**src/rtl/nic_pkg.sv**
```systemverilog
package nic_pkg;

    localparam int NIC_NUM_SRC   = 48;
    localparam int NIC_PRIO_W    = 3;
    localparam int NIC_ID_W      = 6;
    localparam int NIC_DEPTH     = 8;
    localparam int NIC_EXC_OFS   = 16;
    localparam int NIC_ENA_BASE  = 0;
    localparam int NIC_PRIO_BASE = 8;

    typedef struct packed {
        logic                  valid;
        logic [NIC_ID_W-1:0]   id;
        logic [NIC_PRIO_W-1:0] prio;
    } nic_cand_t;

    // True when candidate a is more urgent than candidate b.
    function automatic logic nic_beats(input nic_cand_t a, input nic_cand_t b);
        if (!a.valid)
            return 1'b0;
        if (!b.valid)
            return 1'b1;
        if (a.prio != b.prio)
            return a.prio < b.prio;
        return a.id < b.id;
    endfunction

endpackage

```
**src/rtl/nic_regs.sv**
```systemverilog
module nic_regs
    import nic_pkg::*;
#(
    parameter int NUM_SRC = NIC_NUM_SRC,
    parameter int ADDR_W  = 5
) (
    input  logic                         clk,
    input  logic                         rst,
    input  logic                         reg_wr,
    input  logic [ADDR_W-1:0]            reg_addr,
    input  logic [31:0]                  reg_wdata,
    output logic [31:0]                  reg_rdata,
    output logic [NUM_SRC-1:0]           en_vec,
    output logic [NUM_SRC*NIC_PRIO_W-1:0] prio_flat
);
    localparam int ENA_WORDS  = (NUM_SRC + 31) / 32;
    localparam int PRIO_WORDS = (NUM_SRC + 3) / 4;
    localparam int LOW_BITS   = 8 - NIC_PRIO_W;

    logic                  en_q   [NUM_SRC];
    logic [NIC_PRIO_W-1:0] prio_q [NUM_SRC];

    logic [ENA_WORDS*32-1:0]  ena_pad;
    logic [PRIO_WORDS*32-1:0] prio_pad;
    logic [31:0]              ena_word  [ENA_WORDS];
    logic [31:0]              prio_word [PRIO_WORDS];

    // Per-source storage and write decode.
    for (genvar s = 0; s < NUM_SRC; s++) begin : g_src
        localparam int EW = NIC_ENA_BASE + s / 32;
        localparam int EB = s % 32;
        localparam int PW = NIC_PRIO_BASE + s / 4;
        localparam int PB = (s % 4) * 8 + LOW_BITS;

        always_ff @(posedge clk) begin
            if (rst) begin
                en_q[s]   <= 1'b0;
                prio_q[s] <= '0;
            end else if (reg_wr) begin
                if (reg_addr == ADDR_W'(EW))
                    en_q[s] <= reg_wdata[EB];
                if (reg_addr == ADDR_W'(PW))
                    prio_q[s] <= reg_wdata[PB +: NIC_PRIO_W];
            end
        end

        assign en_vec[s] = en_q[s];
        assign prio_flat[s*NIC_PRIO_W +: NIC_PRIO_W] = prio_q[s];
    end

    // Readback images, zero-padded beyond the implemented sources.
    for (genvar g = 0; g < ENA_WORDS * 32; g++) begin : g_ena_pad
        if (g < NUM_SRC) begin : g_live
            assign ena_pad[g] = en_q[g];
        end else begin : g_dead
            assign ena_pad[g] = 1'b0;
        end
    end

    for (genvar g = 0; g < PRIO_WORDS * 4; g++) begin : g_prio_pad
        if (g < NUM_SRC) begin : g_live
            assign prio_pad[g*8 +: 8] = {prio_q[g], {LOW_BITS{1'b0}}};
        end else begin : g_dead
            assign prio_pad[g*8 +: 8] = 8'h00;
        end
    end

    for (genvar w = 0; w < ENA_WORDS; w++) begin : g_ena_word
        assign ena_word[w] = ena_pad[w*32 +: 32];
    end

    for (genvar w = 0; w < PRIO_WORDS; w++) begin : g_prio_word
        assign prio_word[w] = prio_pad[w*32 +: 32];
    end

    always_comb begin
        reg_rdata = '0;
        for (int w = 0; w < ENA_WORDS; w++) begin
            if (reg_addr == ADDR_W'(NIC_ENA_BASE + w))
                reg_rdata = ena_word[w];
        end
        for (int w = 0; w < PRIO_WORDS; w++) begin
            if (reg_addr == ADDR_W'(NIC_PRIO_BASE + w))
                reg_rdata = prio_word[w];
        end
    end

endmodule

```
**src/rtl/nic_arbiter.sv**
```systemverilog
module nic_arbiter
    import nic_pkg::*;
#(
    parameter int NUM_SRC = NIC_NUM_SRC
) (
    input  logic [NUM_SRC-1:0]            src_req,
    input  logic [NUM_SRC-1:0]            en_vec,
    input  logic [NUM_SRC*NIC_PRIO_W-1:0] prio_flat,
    output nic_cand_t                     winner
);
    nic_cand_t cand [NUM_SRC];

    for (genvar s = 0; s < NUM_SRC; s++) begin : g_cand
        assign cand[s].valid = src_req[s] & en_vec[s];
        assign cand[s].id    = NIC_ID_W'(s);
        assign cand[s].prio  = prio_flat[s*NIC_PRIO_W +: NIC_PRIO_W];
    end

    // Ascending scan with strict comparison keeps the lower id on ties.
    always_comb begin
        winner = '0;
        for (int s = 0; s < NUM_SRC; s++) begin
            if (nic_beats(cand[s], winner))
                winner = cand[s];
        end
    end

endmodule

```
**src/rtl/nic_nest_stack.sv**
```systemverilog
module nic_nest_stack
    import nic_pkg::*;
#(
    parameter int DEPTH = NIC_DEPTH
) (
    input  logic                      clk,
    input  logic                      rst,
    input  logic                      push,
    input  logic [NIC_PRIO_W-1:0]     push_prio,
    input  logic                      pop,
    output logic                      active,
    output logic [NIC_PRIO_W-1:0]     top_prio,
    output logic [$clog2(DEPTH+1)-1:0] depth
);
    localparam int CNT_W = $clog2(DEPTH + 1);
    localparam int IDX_W = (DEPTH > 1) ? $clog2(DEPTH) : 1;

    logic [NIC_PRIO_W-1:0] mem [DEPTH];
    logic [CNT_W-1:0]      cnt_q;
    logic [IDX_W-1:0]      top_idx;
    logic [IDX_W-1:0]      free_idx;

    assign top_idx  = IDX_W'(cnt_q - CNT_W'(1));
    assign free_idx = IDX_W'(cnt_q);

    always_ff @(posedge clk) begin
        if (rst) begin
            cnt_q <= '0;
            for (int i = 0; i < DEPTH; i++)
                mem[i] <= '0;
        end else if (push && pop && cnt_q != '0) begin
            mem[top_idx] <= push_prio;
        end else if (push && cnt_q != CNT_W'(DEPTH)) begin
            mem[free_idx] <= push_prio;
            cnt_q         <= cnt_q + CNT_W'(1);
        end else if (pop && cnt_q != '0) begin
            cnt_q <= cnt_q - CNT_W'(1);
        end
    end

    assign active   = (cnt_q != '0);
    assign top_prio = active ? mem[top_idx] : '0;
    assign depth    = cnt_q;

endmodule

```
**src/rtl/nest_irq_ctrl.sv**
```systemverilog
module nest_irq_ctrl
    import nic_pkg::*;
#(
    parameter int NUM_SRC     = NIC_NUM_SRC,
    parameter int STACK_DEPTH = NIC_DEPTH,
    parameter int ADDR_W      = 5
) (
    input  logic                  clk,
    input  logic                  rst,
    input  logic                  reg_wr,
    input  logic [ADDR_W-1:0]     reg_addr,
    input  logic [31:0]           reg_wdata,
    output logic [31:0]           reg_rdata,
    input  logic [NUM_SRC-1:0]    src_req,
    input  logic                  irq_unmask,
    input  logic                  core_take,
    input  logic                  handler_done,
    output logic                  irq_req,
    output logic [NIC_ID_W-1:0]   irq_exc_num,
    output logic [NIC_PRIO_W-1:0] irq_prio,
    output logic                  run_active,
    output logic [NIC_PRIO_W-1:0] run_prio
);
    localparam int CNT_W = $clog2(STACK_DEPTH + 1);

    logic [NUM_SRC-1:0]            en_vec;
    logic [NUM_SRC*NIC_PRIO_W-1:0] prio_flat;
    nic_cand_t                     winner;
    logic                          preempt_ok;
    logic [CNT_W-1:0]              stk_depth;

    nic_regs #(
        .NUM_SRC (NUM_SRC),
        .ADDR_W  (ADDR_W)
    ) u_regs (
        .clk       (clk),
        .rst       (rst),
        .reg_wr    (reg_wr),
        .reg_addr  (reg_addr),
        .reg_wdata (reg_wdata),
        .reg_rdata (reg_rdata),
        .en_vec    (en_vec),
        .prio_flat (prio_flat)
    );

    nic_arbiter #(
        .NUM_SRC (NUM_SRC)
    ) u_arb (
        .src_req   (src_req),
        .en_vec    (en_vec),
        .prio_flat (prio_flat),
        .winner    (winner)
    );

    assign preempt_ok  = !run_active || (winner.prio < run_prio);
    assign irq_req     = irq_unmask && winner.valid && preempt_ok;
    assign irq_exc_num = irq_req ? (winner.id + NIC_ID_W'(NIC_EXC_OFS)) : '0;
    assign irq_prio    = irq_req ? winner.prio : '0;

    nic_nest_stack #(
        .DEPTH (STACK_DEPTH)
    ) u_stack (
        .clk       (clk),
        .rst       (rst),
        .push      (core_take && irq_req),
        .push_prio (irq_prio),
        .pop       (handler_done),
        .active    (run_active),
        .top_prio  (run_prio),
        .depth     (stk_depth)
    );

endmodule

```
**config.mk**
```make
export PLATFORM = sky130hd
export DESIGN_NAME = nest_irq_ctrl
export DESIGN_NICKNAME = d
export VERILOG_FILES = /design/src/rtl/nic_pkg.sv /design/src/rtl/nic_regs.sv /design/src/rtl/nic_arbiter.sv /design/src/rtl/nic_nest_stack.sv /design/src/rtl/nest_irq_ctrl.sv
export SDC_FILE = /design/constraint.sdc
export NUM_CORES = 1
export LEC_CHECK = 0
export ABC_AREA = 1
export BUFFER_PORTS_ARGS = -buffer_cell sky130_fd_sc_hd__buf_2
export CAP_MARGIN = 0
export CORE_AREA = 2 2 147 292
export DETAILED_ROUTE_END_ITERATION = 10
export DIE_AREA = 0 0 149 294
export PLACE_DENSITY = 0.57
export RECOVER_POWER = 25
export SYNTH_ARGS = -nofsm -noshare
export SYNTH_HDL_FRONTEND = slang
export SYNTH_SLANG_ARGS = --single-unit
```
**constraint.sdc**
```tcl
create_clock -name clk -period 125.2 [get_ports clk]
set_input_delay 12.52 -clock clk [delete_from_list [all_inputs] [get_ports clk]]
set_output_delay 12.52 -clock clk [all_outputs]
set_load 0.1 [all_outputs]
```
==> flow_summary.toml, run 1 <==
[finish]
layout-drive-gt1-share_pct = 14.8
fillerInstances = 4269
area_delta_synth_final_pct = 12.1
seqCellArea_um2 = 6570
finalNetCount = 2482
multi_input_area_um2 = 8330
antenna_cells = 0
fin_cells = 2818

[synthesis]
ys_async_sr_fraction_pct = 0
avgSynthCellArea_um2 = 7.69
yosysUniqueCellTypes = 49
synth_nets = 2355
netlist_area_um2 = 16400
ys_warn_count = 0
synth_ff_type = "edfxtp_1"
yosys_register_bits = 220
synth_edf_count = 216
synthCells = 2138
seq_area_frac_synth_pct = 40.0

[pwr]
peakVddDrop_mv = 0.0272
p_sw_w = 0.000310
cellPowerDensity_nw_per_um2 = 30.1
seq_power_share_pct = 16.3
swShare_pct = 55.9
p_int_w = 0.000244
clkPwrFrac_pct = 12.7
p_leak_nw = 8.90
power_frac_comb_pct = 71.0

[place]
place_congestion = 0.991
dpl.hpwl_um = 46300
dp.cells = 2780
io_buffers = 136

[routing]
drt_iter0_markers = 821
drc_errors = 0
routed_wl_um = 58400
via_count = 14952
avgRoutedWirePerCell_um = 20.7
firstDrtPassIters = 5
ant_nets = 0
routed_via_density = 5.31

[sta]
max_freq_mhz = 12.2
fin_crit_sh_pct = 65.2
rsz0062_at_grt = "false"
slew_violations = 0
finalSetupTns_ns = 0
setup_viol = 0
finalClockSkew_ns = 0.0331
finalCriticalPeriod_ns = 81.68
slew_headroom_pct = 6.73
worst_pin_slew_ns = 1.40
finalHoldViolCount = 0

[global_routing]
grt-ovfl-total = 0
first_global_vias = 15088
grtUsageTotal_pct = 26.6
grt_max_degree = 33
antenna_found_initial = 0
grt_pass1_wl_um = 86400

[worst_setup_path]
cp_slowest_cell = "buf_2"
r2r_slack_ns = 67.84
cp.required_ns = 112.68
critPathMaxStageDelay_ns = 0.43
worstPathArrival_ns = 69.16
crit_end = "irq_prio[0]"
worstReg2RegStart = "u_regs.en_q[0][0]"
rr_worst_depth = 403
cp_common_cell = "nand2_1"
critPathLaunch = "src_req[0]"
endpoint_kind = "output pin"
worst_setup_path_start_kind = "input port"
worst-path-max-fanout = 10
worstReg2RegEnd = "u_stack.mem[5][0]"
path_class = "in -> out"

[die]
rows = 106
dieArea_um2 = 43800
core_um2 = 41600
die_y_um = 294
start_util_pct = 39.5
ios = 137
chipWidth_um = 149

[clock_network]
clockBufferDepth = 3
cts_resized = 0
hold_buffers = 0
cts.root.buffer_cell = "clkbuf_16"
clk_latency_ns = 0.55
tritoncts = "done"
numCtsBuffers = 23
cts.reportedPaths.clkPinSlew_ns = 0.06
cts_setup_buffers = 0
cts-htree-levels = 1
cts.sinks = 220

[hold_path]
hold_depth = 2
holdCritPathClass = "reg -> reg"

[run_status]
status = "finished, final reports clean"

[flow_run]
maxCapViolCount = 0
==> cell usage after synthesis (14+ instances only) <==
library cell | instances | area (um2)
nand3_2 | 34 | 340
o211ai_1 | 19 | 143
clkbuf_1 | 48 | 180
nor2_1 | 318 | 1190
nand3_1 | 96 | 480
a21oi_1 | 61 | 305
a221oi_1 | 18 | 158
a22o_1 | 14 | 123
o21ai_1 | 24 | 120
edfxtp_1 | 216 | 6490
nor3_2 | 20 | 200
nand2_2 | 64 | 400
nand2_1 | 442 | 1660
ha_1 | 126 | 1580
inv_1 | 345 | 1290
o21ai_0 | 167 | 836
==> power groups by stage <==
stage / combinational [W] / clock (W) / sequential, W
final: 0.000394 / 0.0000702 / 0.0000905
after CTS: 0.000395 / 0.0000713 / 0.0000904
after detailed placement: 0.000393 / 0 / 0.0000920
after global placement: 0.000384 / 0 / 0.0000919
after floorplan: 0.000313 / 0 / 0.0000893
after global routing: 0.000445 / 0.0000735 / 0.0000910
==> worst min path at each step <==
stage	start	to
after floorplan	u_stack.depth[3]	u_stack.depth[3]
after global placement	u_stack.depth[3]	u_stack.depth[3]
after detailed placement	u_stack.depth[3]	u_stack.depth[3]
after CTS	u_stack.depth[3]	u_stack.depth[3]
after global routing	u_stack.depth[3]	u_stack.depth[3]
final	u_stack.depth[3]	u_stack.depth[3]
==> area by class of cell <==
class / count / area share, %
clock inverter: 11 / 0.706
tap: 540 / 3.67
multi-input combinational: 1508 / 45.2
clock buffer: 27 / 3.21
inverter: 358 / 7.29
timing repair buffer: 154 / 4.27
sequential: 220 / 35.6
==> logic make-up after synthesis <==
group | count (synthesis) | share of synthesized area [%]
xor gates and xnor gates | 5 | 0.267
DFF | 220 | 40.0
adders and majority gates | 126 | 9.59
AOI/OAI and AO/OA | 336 | 11.8
buffers and inverters | 410 | 9.47
and+or+nand+nor | 1041 | 28.9
==> state kept, by name, indices dropped and copies added (netlist names) <==
signal	cells
u_regs.prio_q	144
u_stack.depth	4
u_regs.en_q	48
u_stack.mem	24
==> metrics by stage <==
stage	utilization, %	hold WS (ns)	instance area (um2)	setup WS, ns	power [W]
2_1_floorplan	-	0.453	16400	51.23	0.000402
4_1_cts	44.3	0.494	18500	43.57	0.000556
3_3_place_gp	42.6	0.467	17700	45.30	0.000476
5_1_grt	44.2	0.521	18400	36.38	0.000610
6_report	44.2	0.494	18400	43.52	0.000554
3_5_place_dp	42.6	0.483	17700	43.82	0.000485
==> critical path, delay by kind of cell <==
kind                     cells  cell delay [ns]
buffers and inverters       61             3.98
adder cells (fa/ha/maj)     48            13.85
AO/OA/AOI/OAI              119            23.09
AND/OR/NAND/NOR            177            15.62
==> layer usage <==
| layer | up-vias | GRT usage [%] | share of wire, % |
|---|---|---|---|
| li1 | 7276 | - | - |
| met1 | 7005 | 25.5 | 33 |
| met2 | 505 | 52.5 | 55 |
| met3 | 166 | 2.42 | 4.5 |
| met4 | 0 | 17.4 | 7.6 |
| met5 | - | 0 | 0 |
==> placed cells by master, fill, tap and decap left out, types with 23 or more instances in the layout <==
master,n
clkbuf_16,23
o21ai_0,166
o21ai_1,24
buf_2,133
nand2_1,442
nand3_1,95
a21oi_1,61
nand3_2,35
inv_1,345
edfxtp_1,216
ha_1,126
nor2_1,318
nand2_2,64
(Power assumes the default switching activity.)
==> inputs of run 2 (changes only) <==
==> constraint.sdc (replaced) <==
create_clock -name clk -period 77.9 [get_ports clk]
set_input_delay 7.79 -clock clk [delete_from_list [all_inputs] [get_ports clk]]
set_output_delay 7.79 -clock clk [all_outputs]
set_load 0.1 [all_outputs]
==> run 2 against run 1 <==
  * The run now ends with max-capacitance violations, max-slew violations left
  * Hold slack lost 0.0033 ns
  * Utilization up 0.35 points
  * Worst setup slack lost 36 ns
  * Critical path depth rose by 6
  * Non-clock buffer count increased by 1
  * Power up 64%
  * First-iteration DRC count grew 6.1%
  * Sequential share of layout area is 0.28 points lower
  * Combinational power up 62%
  * Global-route usage is 0.26 points lower
  * Sequential cell count stayed put
  * Sequential power increased by 60%
  * Largest cell class unchanged
==> flow_summary.toml, run 2 (synthesis gave the netlist of run 1 again) <==
[routing]
avgRoutedWirePerCell_um = 20.6
wl_met2_um = 31900
firstDrtPassIters = 5
dr.max_layer_used = "met4"
ant_nets = 0
via_count = 14983
drt_iter0_markers = 871
route.met3.wl_um = 2430
routed_wl_um = 58100
routed_via_density = 5.31
drc_errors = 0
wl_met1_um = 19500

[worst_setup_path]
worstPathArrival_ns = 63.05
cp_slowest_cell = "ha_1"
cp_common_cell = "nand2_1"
cp.required_ns = 70.11
critPathMaxStageDelay_ns = 0.34
path_class = "in -> out"
worst_setup_path_start_kind = "input port"
worst-path-max-fanout = 10
endpoint_kind = "output pin"

[run_status]
violations = "max-capacitance violations, max-slew violations"
status = "complete, but fails checks"

[sta]
finalHoldViolCount = 0
slew_violations = 44
finalCriticalPeriod_ns = 70.84
rsz0062_at_grt = "false"
fin_hold_ws_ns = 0.491
layout_setup_ws_ns = 7.06
fin_crit_sh_pct = 90.9
setup_viol = 0
finalSetupTns_ns = 0
max_freq_mhz = 14.1
worst_pin_slew_ns = 2.08
finalClockSkew_ns = 0.0217
slew_headroom_pct = -40.3

[global_routing]
grtUsageTotal_pct = 26.4
grt-ovfl-total = 0
antenna_found_initial = 0
grt_max_degree = 33
grt_pass1_wl_um = 85600
first_global_vias = 15003

[die]
rows = 106
start_util_pct = 39.5
ios = 137
chipWidth_um = 149
core_um2 = 41600
die_y_um = 294
dieArea_um2 = 43800

[finish]
largest_reg_flops = 144
mostFrequentLayoutCell = "nand2_1"
reg_top3 = "u_regs.prio_q x144, u_regs.en_q x48, u_stack.mem x24"
finalInstanceArea_um2 = 18600
fin_cells = 2824
finalNetCount = 2484
area_delta_synth_final_pct = 13.0
final_cell_mix = "nand2_1 (441), inv_1 (345), nor2_1 (318), edfxtp_1 (216), o21ai_0 (155)"
regMostFlops = "u_regs.prio_q"
antenna_cells = 0
layout-drive-gt1-share_pct = 15.2

[clock_network]
hold_buffers = 0
cts-htree-levels = 1
clockBufferDepth = 3
cts.sinks = 220
cts.reportedPaths.clkPinSlew_ns = 0.06
tritoncts = "done"
clk_latency_ns = 0.55
cts.root.buffer_cell = "clkbuf_16"
numCtsBuffers = 24

[place]
io_buffers = 136
place_congestion = 0.956
dp.cells = 2781
place_area_um2 = 17700
dpl.hpwl_um = 46100
place_ws_ns = 5.88

[pwr]
seq_power_share_pct = 16.0
cellPowerDensity_nw_per_um2 = 48.9
swShare_pct = 55.2
power_frac_comb_pct = 70.1
p_int_w = 0.000407
clkPwrFrac_pct = 13.9
peakVddDrop_mv = 0.0380
p_leak_nw = 8.96
p_sw_w = 0.000502

[hold_path]
holdCritPathClass = "reg -> reg"

[flow_run]
maxCapViolCount = 2
-- run 2: worst max-delay path, delay by kind of cell --
family / cells / cell delay, ns
buffers and inverters: 62 / 3.94
AOI/OAI and AO/OA: 113 / 20.13
and+or+nand+nor: 188 / 17.73
adders and majority gates: 48 / 13.32
-- run 2: metrics by stage --
| step | power [W] | utilization, % |
|---|---|---|
| finish | 0.000909 | 44.6 |
| global route | 0.000999 | 44.6 |
| CTS | 0.000908 | 44.6 |
| detailed placement | 0.000779 | 42.6 |
| global placement | 0.000765 | 42.6 |
| floorplan | 0.000646 | - |
-- run 2: layer usage --
layer | track usage (%) | vias up
li1 | - | 7290
met1 | 25.7 | 7078
met2 | 52.0 | 451
met3 | 2.33 | 164
met4 | 16.2 | 0
met5 | 0 | -
-- run 2: path summary, 6_finish.rpt --
kind / cells past startpoint / from / slack [ns] / to
worst max-delay path: 411 / src_req[0] / 7.06 / irq_prio[0]
worst min-delay path: 2 / u_stack.depth[3] / 0.49 / u_stack.depth[3]
worst max register to register: 409 / u_regs.en_q[0][0] / 21.63 / u_stack.mem[5][2]
worst min register to register: 2 / u_stack.depth[3] / 0.49 / u_stack.depth[3]
-- run 2: power by group through the flow --
stage	Sequential, W	Combinational (W)	Clock [W]
after floorplan	0.000143	0.000503	0
after global placement	0.000148	0.000617	0
after detailed placement	0.000148	0.000631	0
after CTS	0.000145	0.000635	0.000128
after global routing	0.000146	0.000721	0.000132
final	0.000145	0.000637	0.000127
-- run 2: cell type report --
cell class	count	area, um2
clock buffers	28	637
clock inverters	15	213
fillers	4343	23100
inverters	358	1340
multi-input cells	1508	8340
flip-flops and latches	220	6570
well taps	540	676
repair buffers	155	797
-- run 2: what timing repair did --
action / CTS / global route
gates resized for setup: 0 / 18
buffers inserted: 0 / 0
setup endpoints to repair: 0 / 10
hold endpoints to repair: 0 / 0
==> inputs of run 3 (changes only) <==
--- a/config.mk
+++ b/config.mk
@@ -8,11 +8,12 @@
 export ABC_AREA = 1
 export BUFFER_PORTS_ARGS = -buffer_cell sky130_fd_sc_hd__buf_2
 export CAP_MARGIN = 0
-export CORE_AREA = 2 2 147 292
+export CORE_AREA = 2 2 183 364
 export DETAILED_ROUTE_END_ITERATION = 10
-export DIE_AREA = 0 0 149 294
-export PLACE_DENSITY = 0.57
+export DIE_AREA = 0 0 185 366
+export PLACE_DENSITY = 0.41
 export RECOVER_POWER = 25
 export SYNTH_ARGS = -nofsm -noshare
 export SYNTH_HDL_FRONTEND = slang
+export SYNTH_HIERARCHICAL = 1
 export SYNTH_SLANG_ARGS = --single-unit
==> constraint.sdc (replaced) <==
create_clock -name clk -period 85.2 [get_ports clk]
set_input_delay 8.52 -clock clk [delete_from_list [all_inputs] [get_ports clk]]
set_output_delay 8.52 -clock clk [all_outputs]
set_load 0.1 [all_outputs]
==> run 3 against run 2 <==
  * The run now ends clean
  * Die area increased by 55%
  * Sequential power down 7%
  * Final area is 3.2% higher
  * Critical endpoint unchanged
==> flow_summary.toml, run 3 <==
[clock_network]
numCtsBuffers = 24
tritoncts = "done"
cts.root.buffer_cell = "clkbuf_16"
cts_setup_buffers = 0
cts-htree-levels = 1
cts_resized = 0
clk_latency_ns = 0.56
cts.reportedPaths.clkPinSlew_ns = 0.06
cts.sinks = 220
hold_buffers = 0
clockBufferDepth = 3

[place]
io_buffers = 136
place_congestion = 0.889
dp.cells = 3222
dpl.hpwl_um = 52600
place_area_um2 = 18300
place_ws_ns = 10.32

[synthesis]
ys_top_cells_by_count = "nand2_1 (510), inv_1 (360), nor2_1 (347), edfxtp_1 (216), o21ai_0 (181)"
yosysTopAreaCellShare_pct = 38.9
synthCells = 2253
yosysUniqueCellTypes = 52
yosysTopAreaCell = "edfxtp_1"
avgSynthCellArea_um2 = 7.41
ys_warn_count = 6
ys_async_sr_fraction_pct = 0
synth.most_common_cell = "nand2_1"
yosys_register_bits = 220
synth_nets = 2471
netlist_area_um2 = 16700
seq_area_frac_synth_pct = 39.3
ys_top_cells_by_area = "edfxtp_1 (39%), nand2_1 (11%), ha_1 (9.5%)"
synth_edf_count = 216
synth_ff_type = "edfxtp_1"

[routing]
routed_via_density = 4.65
firstDrtPassIters = 5
routed_wl_um = 65700
drc_errors = 0
avgRoutedWirePerCell_um = 20.1
via_count = 15176
ant_nets = 0
drt_iter0_markers = 843

[finish]
mostFrequentLayoutCell = "nand2_1"
finalNetCount = 2595
seqCellArea_um2 = 6570
largest_reg_flops = 144
area_delta_synth_final_pct = 14.8
multi_input_area_um2 = 8450
regMostFlops = "u_regs/prio_q"
fin_cells = 3267
layout-drive-gt1-share_pct = 12.6
final_cell_mix = "nand2_1 (510), inv_1 (362), nor2_1 (350), edfxtp_1 (216), o21ai_0 (180)"
reg_top3 = "u_regs/prio_q x144, u_regs/en_q x48, u_stack/mem x24"
finalInstanceArea_um2 = 19200
fin_util_pct = 29.6
fillerInstances = 7242

[global_routing]
grt_util_met3_pct = 1.84
first_global_vias = 15674
grt_use_met2_pct = 38.9
met1_usage_pct = 19.0
antenna_found_initial = 2
grtUsageTotal_pct = 19.4
grt.busiest_layer = "met2"
grt-ovfl-total = 0
grt_max_degree = 33
grt_pass1_wl_um = 96200

[worst_setup_path]
rr_worst_depth = 416
worst-path-max-fanout = 11
worstPathArrival_ns = 66.38
worstReg2RegEnd = "u_stack/mem[5][0]"
endpoint_kind = "output pin"
path_class = "in -> out"
worst_setup_path_start_kind = "input port"
cp_slowest_cell = "o21ai_0"
critPathMaxStageDelay_ns = 0.46
worstReg2RegStart = "u_regs/en_q[0][0]"
cp.required_ns = 76.68
cp_common_cell = "nand2_1"
r2r_slack_ns = 25.77

[hold_path]
min_to = "u_stack/depth[3]"
hp-start = "u_stack/depth[3]"
hold_depth = 2
holdCritPathClass = "reg -> reg"

[die]
ios = 137
core_um2 = 64700
start_util_pct = 25.8
dieArea_um2 = 67700
chipWidth_um = 185
rows = 132
die_y_um = 366

[sta]
fin_crit_sh_pct = 87.9
finalCriticalPeriod_ns = 74.90
finalClockSkew_ns = 0.0188
slew_headroom_pct = 12.6
layout_setup_ws_ns = 10.30
rsz0062_at_grt = "false"
slew_violations = 0
setup_viol = 0
worst_pin_slew_ns = 1.31
finalHoldViolCount = 0
finalSetupTns_ns = 0
max_freq_mhz = 13.4

[pwr]
p_leak_nw = 9.30
peakVddDrop_mv = 0.0853
cellPowerDensity_nw_per_um2 = 43.7

[flow_run]
maxCapViolCount = 0

[run_status]
status = "finished, final reports clean"
[run 3: cell count changes in the layout (fill, tap and decap cells not counted), moves of 12 or more]
cell      delta
nand2_1     +69
a21oi_1     -13
nor3_2      -20
or2_2       +20
o211ai_1    -12
nor2_1      +32
nor3_1      +17
nand3_2     -25
inv_1       +17
nand3_1     +41
o21ai_0     +25
nand4_1     +20
o21ai_1     -31
nand2_2     -16
[run 3: where the power goes]
group | switching [W] | leakage, nW | internal (W)
clock network | 0.0000478 | 0.426 | 0.0000717
registers | 0.00000814 | 2.11 | 0.000126
logic | 0.000411 | 6.76 | 0.000171
total | 0.000467 | 9.30 | 0.000369
[run 3: critical path: cells and delay by family]
family | cells | cell delay (ns)
buffers and inverters | 59 | 4.09
AND/OR/NAND/NOR | 190 | 17.83
AO/OA/AOI/OAI | 115 | 22.25
adder cells (fa/ha/maj) | 48 | 13.61
[run 3: how the worst max path moves through the flow]
stage	to	start	depth (start not counted)
after floorplan	irq_prio[0]	src_req[0]	406
after global placement	irq_prio[0]	src_req[0]	413
after detailed placement	irq_prio[0]	src_req[0]	412
after CTS	irq_prio[0]	src_req[0]	412
after global routing	irq_prio[1]	src_req[0]	413
final	irq_prio[0]	src_req[0]	412
[run 3: through the flow]
stage	total power, W	hold WS (ns)
4_1_cts	0.000849	0.567
3_5_place_dp	0.000726	0.558
6_report	0.000837	0.558
2_1_floorplan	0.000589	0.522
3_3_place_gp	0.000717	0.555
5_1_grt	0.000922	0.573
[run 3: cell families after synthesis]
kind of cell               Yosys count  share of synthesized area, %
AOI/OAI and AO/OA                  285                          9.46
xor gates and xnor gates             3                         0.157
adders and majority gates          127                          9.52
buffers and inverters              427                          9.99
DFF                                220                          39.3
and+or+nand+nor                   1191                          31.5
[run 3: cell type report]
class	instances	area share (%)
clock inverters	17	1.25
repair buffers	154	4.04
flip-flops and latches	220	34.3
clock buffers	27	3.30
multi-input cells	1606	44.1
well taps	871	5.69
inverters	371	7.29
diodes	1	0.0131
[run 3: routing by layer]
layer / vias to the layer above / routed length, um
met5: - / 26
li1: 7547 / -
met3: 116 / 2270
met1: 7167 / 22700
met2: 342 / 36800
met4: 4 / 3860
